`src/rtl/ipc_types_pkg.sv`:
```
package ipc_types_pkg;

  typedef enum logic [1:0] {
    BK_REGULAR  = 2'b00,
    BK_IWORK    = 2'b01,
    BK_BASE_IW  = 2'b10,
    BK_NONE     = 2'b11
  } br_kind_e;

  // State field is {J, T}
  localparam logic [1:0] ST_BASE    = 2'b00;
  localparam logic [1:0] ST_COMPACT = 2'b01;
  localparam logic [1:0] ST_ENHC    = 2'b11;

endpackage

```
`src/rtl/ipc_seq_step.sv`:
```
module ipc_seq_step #(
  parameter int ADDR_W = 32
) (
  input  logic [ADDR_W-1:0] addr_i,
  input  logic              t_bit_i,
  output logic [ADDR_W-1:0] seq_addr_o,
  output logic [ADDR_W-1:0] read_pc_o
);

  // Size of one instruction in the current state
  function automatic logic [ADDR_W-1:0] insn_size(input logic t);
    return t ? ADDR_W'(2) : ADDR_W'(4);
  endfunction

  // Pipeline offset of the value an instruction reads
  function automatic logic [ADDR_W-1:0] read_offset(input logic t);
    return t ? ADDR_W'(4) : ADDR_W'(8);
  endfunction

  assign seq_addr_o = addr_i + insn_size(t_bit_i);
  assign read_pc_o  = addr_i + read_offset(t_bit_i);

endmodule

```
`src/rtl/ipc_regular_br.sv`:
```
module ipc_regular_br #(
  parameter int ADDR_W = 32
) (
  input  logic [ADDR_W-1:0] target_i,
  input  logic              t_bit_i,
  output logic [ADDR_W-1:0] addr_o
);

  // Low bits to drop for the current state's alignment
  function automatic logic [ADDR_W-1:0] align_mask(input logic t);
    return t ? ADDR_W'(1) : ADDR_W'(3);
  endfunction

  assign addr_o = target_i & ~align_mask(t_bit_i);

endmodule

```
`src/rtl/ipc_iwork_br.sv`:
```
module ipc_iwork_br #(
  parameter int ADDR_W = 32
) (
  input  logic [ADDR_W-1:0] target_i,
  input  logic [1:0]        state_i,
  output logic [ADDR_W-1:0] addr_o,
  output logic [1:0]        state_o,
  output logic              err_o,
  output logic              warn_o
);
  import ipc_types_pkg::*;

  logic enh_state;
  assign enh_state = (state_i == ST_ENHC);

  always_comb begin
    addr_o  = target_i;
    state_o = state_i;
    err_o   = 1'b0;
    warn_o  = 1'b0;
    if (enh_state) begin
      if (target_i[0]) addr_o[0] = 1'b0;
      else             err_o     = 1'b1;
    end else if (target_i[0]) begin
      addr_o[0] = 1'b0;
      state_o   = ST_COMPACT;
    end else if (!target_i[1]) begin
      state_o   = ST_BASE;
    end else begin
      warn_o    = 1'b1;
    end
  end

endmodule

```
`src/rtl/ipc_next_unit.sv`:
```
module ipc_next_unit #(
  parameter int          ADDR_W      = 32,
  parameter logic [31:0] RESET_ADDR  = 32'h0,
  parameter logic [1:0]  RESET_STATE = 2'b00
) (
  input  logic              clk,
  input  logic              rst_n,
  input  logic              br_valid_i,
  input  logic [1:0]        br_kind_i,
  input  logic [ADDR_W-1:0] br_target_i,
  output logic [ADDR_W-1:0] pc_addr_o,
  output logic [1:0]        pc_state_o,
  output logic [ADDR_W-1:0] read_pc_o,
  output logic              iw_err_o,
  output logic              iw_warn_o
);
  import ipc_types_pkg::*;

  localparam logic [ADDR_W-1:0] RST_A  = ADDR_W'(RESET_ADDR);
  localparam logic [ADDR_W-1:0] STEP_T = ADDR_W'(2);
  localparam logic [ADDR_W-1:0] STEP_B = ADDR_W'(4);

  logic [ADDR_W-1:0] pc_addr_q;
  logic [1:0]        pc_state_q;
  logic              err_q, warn_q, seen_q;

  br_kind_e kind;
  assign kind = br_kind_e'(br_kind_i);

  // Named events used by the update logic and the assertions
  logic in_base, take_iw, take_reg, take_seq;
  assign in_base  = (pc_state_q == ST_BASE);
  assign take_iw  = br_valid_i && ((kind == BK_IWORK) || (kind == BK_BASE_IW && in_base));
  assign take_reg = br_valid_i && ((kind == BK_REGULAR) || (kind == BK_BASE_IW && !in_base));
  assign take_seq = !take_iw && !take_reg;

  logic [ADDR_W-1:0] seq_addr, reg_addr, iw_addr;
  logic [1:0]        iw_state;
  logic              iw_err, iw_warn;

  ipc_seq_step #(.ADDR_W(ADDR_W)) u_seq (
    .addr_i     (pc_addr_q),
    .t_bit_i    (pc_state_q[0]),
    .seq_addr_o (seq_addr),
    .read_pc_o  (read_pc_o)
  );

  ipc_regular_br #(.ADDR_W(ADDR_W)) u_reg (
    .target_i (br_target_i),
    .t_bit_i  (pc_state_q[0]),
    .addr_o   (reg_addr)
  );

  ipc_iwork_br #(.ADDR_W(ADDR_W)) u_iw (
    .target_i (br_target_i),
    .state_i  (pc_state_q),
    .addr_o   (iw_addr),
    .state_o  (iw_state),
    .err_o    (iw_err),
    .warn_o   (iw_warn)
  );

  logic [ADDR_W-1:0] nxt_addr;
  logic [1:0]        nxt_state;

  always_comb begin
    nxt_addr  = seq_addr;
    nxt_state = pc_state_q;
    if (take_iw) begin
      if (iw_err) begin
        nxt_addr = pc_addr_q;
      end else begin
        nxt_addr  = iw_addr;
        nxt_state = iw_state;
      end
    end else if (take_reg) begin
      nxt_addr = reg_addr;
    end
  end

  always_ff @(posedge clk) begin
    if (!rst_n) begin
      pc_addr_q  <= RST_A;
      pc_state_q <= RESET_STATE;
      err_q      <= 1'b0;
      warn_q     <= 1'b0;
      seen_q     <= 1'b0;
    end else begin
      pc_addr_q  <= nxt_addr;
      pc_state_q <= nxt_state;
      err_q      <= take_iw && iw_err;
      warn_q     <= take_iw && iw_warn;
      seen_q     <= 1'b1;
    end
  end

  assign pc_addr_o  = pc_addr_q;
  assign pc_state_o = pc_state_q;
  assign iw_err_o   = err_q;
  assign iw_warn_o  = warn_q;

  a_r11_flags_exclusive: assert property (@(posedge clk) disable iff (!rst_n)
    !(err_q && warn_q));

  a_r11_flag_source: assert property (@(posedge clk) disable iff (!rst_n)
    (seen_q && $past(!take_iw)) |-> (!err_q && !warn_q));

  a_r6_err_holds_pc: assert property (@(posedge clk) disable iff (!rst_n)
    (seen_q && err_q) |-> (pc_addr_q == $past(pc_addr_q) && pc_state_q == $past(pc_state_q)));

  a_r9_warn_keeps_state: assert property (@(posedge clk) disable iff (!rst_n)
    (seen_q && warn_q) |-> (pc_state_q == $past(pc_state_q)));

  a_r8_state_change_needs_iw: assert property (@(posedge clk) disable iff (!rst_n)
    (seen_q && pc_state_q != $past(pc_state_q)) |-> $past(take_iw));

  a_r3_seq_step: assert property (@(posedge clk) disable iff (!rst_n)
    (seen_q && $past(take_seq)) |->
      (pc_addr_q == $past(pc_addr_q) + ($past(pc_state_q[0]) ? STEP_T : STEP_B)));

  a_r4_regular_align: assert property (@(posedge clk) disable iff (!rst_n)
    (seen_q && $past(take_reg)) |->
      (pc_state_q[0] ? (pc_addr_q[0] == 1'b0) : (pc_addr_q[1:0] == 2'b00)));

endmodule

```
`config.mk`:
```
export PLATFORM = sky130hd
export DESIGN_NAME = ipc_next_unit
export DESIGN_NICKNAME = d
export VERILOG_FILES = /design/src/rtl/ipc_types_pkg.sv /design/src/rtl/ipc_seq_step.sv /design/src/rtl/ipc_regular_br.sv /design/src/rtl/ipc_iwork_br.sv /design/src/rtl/ipc_next_unit.sv
export SDC_FILE = /design/constraint.sdc
export NUM_CORES = 1
export LEC_CHECK = 0
export CAP_MARGIN = 0
export CELL_PAD_IN_SITES_DETAIL_PLACEMENT = 1
export CELL_PAD_IN_SITES_GLOBAL_PLACEMENT = 2
export CORE_MARGIN = 3
export CORE_UTILIZATION = 41
export CTS_BUF_LIST = sky130_fd_sc_hd__clkbuf_4
export DETAILED_ROUTE_END_ITERATION = 7
export DONT_BUFFER_PORTS = 1
export PLACE_DENSITY = 0.95
export SLEW_MARGIN = 0
export SYNTH_ARGS = -nofsm -noshare
export SYNTH_HDL_FRONTEND = slang
export SYNTH_HIERARCHICAL = 1
export SYNTH_SLANG_ARGS = --single-unit
```
`constraint.sdc`:
```
create_clock -name clk -period 6.3 [get_ports clk]
set_clock_uncertainty 0.15 [all_clocks]
set_input_delay 1.26 -clock clk [delete_from_list [all_inputs] [get_ports clk]]
set_output_delay 1.26 -clock clk [all_outputs]
set_load 0.01 [all_outputs]
```
; After elaboration in Yosys (flattened, before gate mapping)
; Cells that the tools add are included.
[word_totals]
input_bits = 37
wordCells = 40
output_inout_bits = 68
register_bits = 36
[op_classes]
bitwise = 4
eq_ne = 5
reduce_logical = 12
mux = 13
add_sub_neg = 2
[ops]
columns = op, count
row1 = 32-bit two-way mux, 3
row2 = 32-bit adder, 2
row3 = 32-bit AND, 1
row4 = 32-bit inverter, 1
row5 = 1-bit logical AND, 6
row6 = 2-bit two-way mux, 3
row7 = 1-bit two-way mux, 5
row8 = "2-bit == test, second input constant", 2
row9 = 2-bit logical NOT, 2
row10 = 4-bit two-way mux, 1
row11 = "2-bit inequality test, second input constant", 2
row12 = 4-bit AND reduction, 1
row13 = 3-bit two-way mux, 1
row14 = "2-bit by 1-bit == test with 1-bit output, second input constant", 1
row15 = 1-bit logical OR, 2
row16 = 1-bit inverter, 2
row17 = 1-bit logical NOT, 1

; Logic depth before layout (Yosys ltp)
; Gate-level depths: netlist (run 1).
[logic_depth]
ltp_word = 7
depth_mapped = 8
depth_no_buf = 8

; Hierarchy
; The synthesis (run 1) kept the hierarchy.
[by_module_without_submodules]
columns = mod, cells_per_inst, area_each_um2, seq_area_each_um2, instances
row1 = ipc_next_unit, 195, 1804.2, 720.7, 1
row2 = ipc_seq_step, 174, 1258.7, 0.0, 1
row3 = ipc_iwork_br, 41, 296.5, 0.0, 1
row4 = ipc_regular_br, 33, 242.7, 0.0, 1

; Least setup slack after synthesis (run 1)
; OpenSTA, ideal clock, no wires.
[synth_timing]
kind = register -> output
start = reg pc_state_q[0], in the netlist pc_state_o[0]
end = out read_pc_o[26]
path_buffers = 0
setup_slack_ns = 2.521
arrival_time_ns = 2.369
stages_incl_launch_ff = 8
t_required_ns = 4.890
cell_sequence = dfxtp_1 -> ha_1 -> inv_1 -> fa_1 -> nand3b_1 -> nor3_1 -> nand4_1 -> xnor2_1
[synth_between]
elab_chain_len = 2
[synth_lines]
columns = element, line_no
row1 = start: declaration, ipc_next_unit.sv:24  ; logic [1:0] pc_state_q;
row2 = start signal: assignment, ipc_next_unit.sv:90  ; pc_state_q <= nxt_state;
row3 = 4-bit two-way mux, ipc_seq_step.sv:17  ; return t ? ADDR_W'(4) : ADDR_W'(8);
row4 = 32-bit adder, ipc_seq_step.sv:21  ; assign read_pc_o = addr_i + read_offset(t_bit_i);
row5 = end: declaration, ipc_next_unit.sv:13  ; output logic [ADDR_W-1:0] read_pc_o,
; No other way between the ends.

; Worst setup path in the final report (run 1)
[layout_timing]
start = reg pc_state_q[0], in the netlist pc_state_o[0]
end = out read_pc_o[28]
; The elaborated chain is that of the path after synthesis.

==> impl_metrics.tcl, run 1 <==
set metrics [dict create \
    hold_viol 0 \
    drtIter0Drc 107 \
    syn_inst 443 \
    grt_antenna_before_repair 0 \
    cts_sinks 36 \
    cts_hold_buf 0 \
    fp.dieW_microns 99.7 \
    syn_nets 486 \
    p_per_area_nw_per_um2 184 \
    fp.dieH_microns 99.7 \
    slowest_delay_ns 0.71 \
    crit_type "reg -> out" \
    synth_top_cell_area_share_pct 20.0 \
    coreArea_sq_um 8380 \
    dpl_cell_area_sq_um 3150 \
    die_area_sq_um 9950 \
    drtAntennaViolNets 0 \
    grt_pass1_vias 2854 \
    status "finished, final reports clean" \
    critPathLaunch "pc_state_o[0]" \
    grt_usage_pct 19.9 \
    cp_data_arrival_time_ns 3.34 \
    timing.rr.start "pc_state_o[0]" \
    grt_setup_unrepaired "no" \
    layout.nets 403 \
    root_buffer "clkbuf_4" \
    ctsResizeCount 0 \
    worstMarginPinSlew_ns 1.05 \
    grt_max_degree 38 \
    clock_latency_ns 0.36 \
    max_freq_mhz 210 \
    hp-class "reg -> reg" \
    post-cts-setup-buffers 0 \
    numCtsBuffers 5 \
    drc 0 \
    routed_wl_microns 9780 \
    fin_crit_ns 4.75 \
    yosysUniqueCellTypes 44 \
    syn_area_sq_um 3600 \
    antenna_cells 0 \
    gp_congestion 0.838 \
    synth_top_cell_by_area "dfxtp_1" \
    htreeDepth 2 \
    io_pins 105 \
    end_kind "primary output" \
    syn_avg_cell_area_sq_um 8.13 \
    report.final.slew_viol_count 0 \
    worst-r2r-setup-slack_ns 3.26 \
    cp_data_required_time_ns 4.89 \
    r2r.worst_path.cells 8 \
    p_leak_nw 1.19 \
    finalSetupViolCount 0 \
    multiInputGateArea_sq_um 2120 \
    final_area_sq_um 3230 \
    async_flop_share_pct 0 \
    crit_path_end "read_pc_o[28]" \
    rows 33 \
    critical_path.cell_chain "ha_1, inv_1, fa_1, nand3b_1, nor3_1, nand3_1, xnor2_1" \
    yosysSeqAreaShare_pct 20.0 \
    min_period_over_period_pct 75.5 \
    area_growth_pct -10.4 \
    cap_viol_max_count 0 \
    start_util_pct 43.0 \
    cp_max_fo 13 \
    fill_cells 1048 \
    cts_tree "yes" \
    reg2reg_to "pc_addr_o[27]" \
    path_clk_slew_ns 0.13 \
    synth_edf_count 0 \
    ys_ff_latch 36 \
    firstDrtPassIters 4 \
    detailed_place_hpwl_microns 7010 \
    cp-start-kind "flop" \
    routed_via_density 5.96 \
    synth_area_leaders "dfxtp_1, buf_4, mux2i_1, xnor2_1, a221oi_1" \
    cpMaxStageDelayCell "nor3_1" \
    irDropWorstVdd_mv 0.0722 \
    numPortBuffers 0 \
    drive_above_1_share_pct 7.48 \
    ys_warn_count 6 \
    grt_pass1_wl_microns 15900 \
    max_slew_margin_pct 29.9 \
    synth_top_flop_cell "dfxtp_1" \
    gr-total-overflow 0 \
    fin_setup_tns_ns 0 \
    clk_path_buf_depth 2 \
    wl_per_cell_microns 21.0 \
    seqCellArea_sq_um 721 \
    via_count 2776 \
]
## state kept, by name, summed over array words and instances, names as in the netlist
register    flops
pc_state_o      2
pc_addr_o      32
iw_warn_o       1
iw_err_o        1
## cell usage in the layout, fill, tap and decap left out, types with 3 or more instances in the layout
cell type,netlist,routed
nor2_1,14,13
buf_4,66,3
inv_1,40,40
nor3_1,6,6
nand4_1,17,17
ha_1,4,4
o21ai_0,33,33
clkbuf_4,0,6
nor4_1,4,4
nor2b_1,4,4
nand2b_1,3,3
xnor2_1,36,36
mux2i_1,32,32
nand2_1,14,14
and3_2,4,4
dfxtp_1,36,36
a221oi_1,32,32
xor2_1,21,21
nand3_1,18,18
## cells in the mapped netlist (3+ instances only)
library cell,number
nor4_1,4
nor2b_1,4
nand3_1,18
buf_4,66
xnor2_1,36
nand2_1,14
nor3_1,6
clkbuf_1,13
a221oi_1,32
nand2b_1,3
dfxtp_1,36
nand4_1,17
and3_2,4
inv_1,40
xor2_1,21
clkbuf_2,3
buf_2,8
nor2_1,14
mux2i_1,32
buf_6,3
ha_1,4
o21ai_0,33
## power by group
part	switching [mW]	internal, mW	leakage, nW
sequential	0.0577	0.246	0.298
combinational	0.0633	0.0479	0.851
clock	0.0905	0.0876	0.0456
## kinds of logic (layout without fill, tap and decap cells)
logic type                 Yosys count  after routing  share of synthesized area (%)
adders and majority gates            6              6                           2.50
muxes                               32             32                           8.89
DFF                                 36             36                           20.0
and+or+nand+nor                    102            102                           18.0
xor gates and xnor gates            57             57                           13.9
buffers and inverters              133             51                           21.7
AOI/OAI and AO/OA                   75             75                           14.8
other                                2              2                          0.208
## layout make-up
type                       instances  area share [%]
sequential                        36            22.3
clock buffer                       6            1.40
multi-input combinational        274            65.8
tap                              105            4.07
clock inverter                     2            1.09
timing repair buffer               3           0.698
inverter                          40            4.65
## worst max-delay path: cells and delay by family (launching register included)
kind / cells / cell delay [ns]
flip-flops: 1 / 0.69
buffers and inverters: 1 / 0.06
XOR/XNOR: 1 / 0.31
AND/OR/NAND/NOR: 3 / 1.25
adder cells (fa/ha/maj): 2 / 0.67
## stage by stage
| stage | total power, mW | setup slack (ns) | cells | util [%] | hold slack [ns] |
|---|---|---|---|---|---|
| 2_1_floorplan | 0.423 | 2.52 | 443 | - | 0.435 |
| 3_3_place_gp | 0.415 | 2.06 | 458 | 37.5 | 0.501 |
| 3_5_place_dp | 0.421 | 1.90 | 458 | 37.5 | 0.511 |
| 4_1_cts | 0.601 | 1.46 | 466 | 38.5 | 0.541 |
| 5_1_grt | 0.630 | 1.20 | 466 | 38.5 | 0.572 |
| 6_report | 0.593 | 1.55 | 466 | 38.5 | 0.539 |
## per-layer routing
layer | vias up | global-route usage, % | wire length, microns
li1 | 1313 | - | -
met1 | 1387 | 25.8 | 4310
met2 | 68 | 32.6 | 4650
met3 | 8 | 6.10 | 716
met4 | 0 | 3.68 | 103
met5 | - | 0 | 0
## how the worst min path moves through the flow
stage	from	end	slack [ns]	depth (start not counted)
2_1_floorplan	pc_addr_o[4]	pc_addr_o[4]	0.43	2
3_3_place_gp	pc_addr_o[0]	pc_addr_o[0]	0.50	2
3_5_place_dp	pc_addr_o[0]	pc_addr_o[0]	0.51	2
4_1_cts	pc_addr_o[0]	pc_addr_o[0]	0.54	2
5_1_grt	pc_addr_o[30]	pc_addr_o[30]	0.57	2
6_report	pc_addr_o[0]	pc_addr_o[0]	0.54	2
(Power assumes the default switching activity.)
==> run 2, diff against run 1 <==
--- a/config.mk
+++ b/config.mk
@@ -9,11 +9,11 @@
 export CELL_PAD_IN_SITES_DETAIL_PLACEMENT = 1
 export CELL_PAD_IN_SITES_GLOBAL_PLACEMENT = 2
 export CORE_MARGIN = 3
-export CORE_UTILIZATION = 41
+export CORE_UTILIZATION = 38
 export CTS_BUF_LIST = sky130_fd_sc_hd__clkbuf_4
 export DETAILED_ROUTE_END_ITERATION = 7
 export DONT_BUFFER_PORTS = 1
-export PLACE_DENSITY = 0.95
+export PLACE_DENSITY = 0.93
 export SLEW_MARGIN = 0
 export SYNTH_ARGS = -nofsm -noshare
 export SYNTH_HDL_FRONTEND = slang
==> constraint.sdc (replaced) <==
create_clock -name clk -period 4.6 [get_ports clk]
set_clock_uncertainty 0.15 [all_clocks]
set_input_delay 0.92 -clock clk [delete_from_list [all_inputs] [get_ports clk]]
set_output_delay 0.92 -clock clk [all_outputs]
set_load 0.01 [all_outputs]
==> impl_metrics.tcl, run 2 (synthesis gave the netlist of run 1 again) <==
set metrics [dict create \
    grt_usage_pct 18.9 \
    start_util_pct 40.1 \
    grt_setup_unrepaired "no" \
    routed_wl_microns 10100 \
    cts_tree "yes" \
    drive_above_1_share_pct 7.46 \
    p_per_area_nw_per_um2 234 \
    cp.depth 8 \
    fin_cells 488 \
    routed_via_density 5.69 \
    clock_latency_ns 0.35 \
    path_clk_slew_ns 0.12 \
    fp.dieW_microns 103 \
    status "finished, final reports clean" \
    gp_congestion 0.848 \
    post-cts-setup-buffers 0 \
    firstDrtPassIters 4 \
    grt_antenna_before_repair 0 \
    finalSetupViolCount 0 \
    cp_data_required_time_ns 3.53 \
    fill_cells 1058 \
    area_growth_pct -10.1 \
    hold_viol 0 \
    critical_path.cell_chain "buf_4, ha_1, inv_1, fa_1, nand3b_1, nor3_1, nand3_1, xnor2_1" \
    max_freq_mhz 242 \
    numCtsBuffers 5 \
    seqCellArea_sq_um 721 \
    wl_per_cell_microns 20.7 \
    critPathLaunch "pc_state_o[0]" \
    cp_max_fo 13 \
    hp-class "reg -> reg" \
    detailed_place_hpwl_microns 7280 \
    slowest_delay_ns 0.67 \
    coreArea_sq_um 8980 \
    layout.nets 404 \
    worst-r2r-setup-slack_ns 1.74 \
    fp.dieH_microns 103 \
    multiInputGateArea_sq_um 2120 \
    cap_viol_max_count 0 \
    drc 0 \
    grt_pass1_wl_microns 15600 \
    grt_pass1_vias 2818 \
    antenna_cells 0 \
    whs_endpoint "pc_addr_o[0]" \
    timing.rr.start "pc_state_o[0]" \
    dpl_cell_area_sq_um 3180 \
    whs_ns 0.516 \
    cts_hold_buf 0 \
    final_area_sq_um 3240 \
    via_count 2778 \
    worst_path_dominant_cell_family "simple AND/OR/NAND/NOR gates" \
    min_period_over_period_pct 90.0 \
    max_slew_margin_pct 29.9 \
    reg2reg_to "pc_addr_o[19]" \
    cp_num_buf_inv 2 \
    ctsResizeCount 0 \
    gr-total-overflow 0 \
    drtAntennaViolNets 0 \
    numPortBuffers 0 \
    largest_register_ffs 32 \
    cts_sinks 36 \
    min_from "pc_addr_o[0]" \
    grt_max_degree 38 \
    p_leak_nw 1.19 \
    drtIter0Drc 88 \
    fin_setup_tns_ns 0 \
    final_common_cell "inv_1" \
    die_area_sq_um 10700 \
    r2r.worst_path.cells 9 \
    fin_crit_ns 4.14 \
    clk_path_buf_depth 2 \
    cpMaxStageDelayCell "nor3_1" \
    worstMarginPinSlew_ns 1.05 \
    rows 34 \
    irDropWorstVdd_mv 0.0789 \
    cp_data_arrival_time_ns 3.07 \
    report.final.slew_viol_count 0 \
    io_pins 105 \
    cp-start-kind "flop" \
    final_cell_mix "inv_1, dfxtp_1, xnor2_1" \
    root_buffer "clkbuf_4" \
    holdPathStages 2 \
    end_kind "primary output" \
    crit_type "reg -> out" \
    htreeDepth 2 \
    dp.cells 480 \
]
==> run 2: area by class of cell <==
cell class | instances | area share (%)
clock inverters | 1 | 0.116
multi-input cells | 274 | 65.6
clock buffers | 7 | 1.62
inverters | 40 | 4.64
flip-flops and latches | 36 | 22.3
repair buffers | 4 | 0.928
well taps | 126 | 4.87
==> run 2: worst reg2reg max path, delay by kind of cell, from the launching register on <==
kind | cells | cell delay, ns
DFF | 1 | 0.34
adders and majority gates | 2 | 0.46
and+or+nand+nor | 3 | 1.05
buffers and inverters | 1 | 0.20
AOI/OAI and AO/OA | 2 | 0.37
xor gates and xnor gates | 1 | 0.21
==> run 2: per-layer routing <==
metal	up-vias	wire, microns	track usage [%]
met5	-	0	0
met4	0	194	6.47
met3	12	787	5.03
met2	92	4760	30.0
met1	1359	4370	24.7
li1	1315	-	-
==> run 2: how the worst max path moves through the flow <==
stage                     slack [ns]       endpoint
final                           0.46  read_pc_o[28]
after global routing            0.14  read_pc_o[28]
after CTS                       0.37  read_pc_o[28]
after detailed placement        0.78  read_pc_o[28]
after global placement          0.89  read_pc_o[26]
after floorplan                 1.16  read_pc_o[26]
==> run 2: report_power, final <==
part	total, mW	internal, mW	switching (mW)
combinational	0.156	0.0665	0.0894
sequential	0.414	0.337	0.0770
clock	0.188	0.0708	0.117
==> run 2: stage by stage <==
| stage | util (%) | power (mW) | worst slack [ns] |
|---|---|---|---|
| floorplan | - | 0.579 | 1.16 |
| global placement | 35.4 | 0.570 | 0.893 |
| detailed placement | 35.4 | 0.578 | 0.785 |
| CTS | 36.1 | 0.769 | 0.374 |
| global route | 36.1 | 0.805 | 0.139 |
| finish | 36.1 | 0.758 | 0.460 |
==> run 3, diff against run 2 <==
--- a/config.mk
+++ b/config.mk
@@ -14,6 +14,7 @@
 export DETAILED_ROUTE_END_ITERATION = 7
 export DONT_BUFFER_PORTS = 1
 export PLACE_DENSITY = 0.93
+export SKIP_CTS_REPAIR_TIMING = 1
 export SLEW_MARGIN = 0
 export SYNTH_ARGS = -nofsm -noshare
 export SYNTH_HDL_FRONTEND = slang
==> results of run 3 <==
The final DEF is identical to that of run 2; final timing and power are the same.
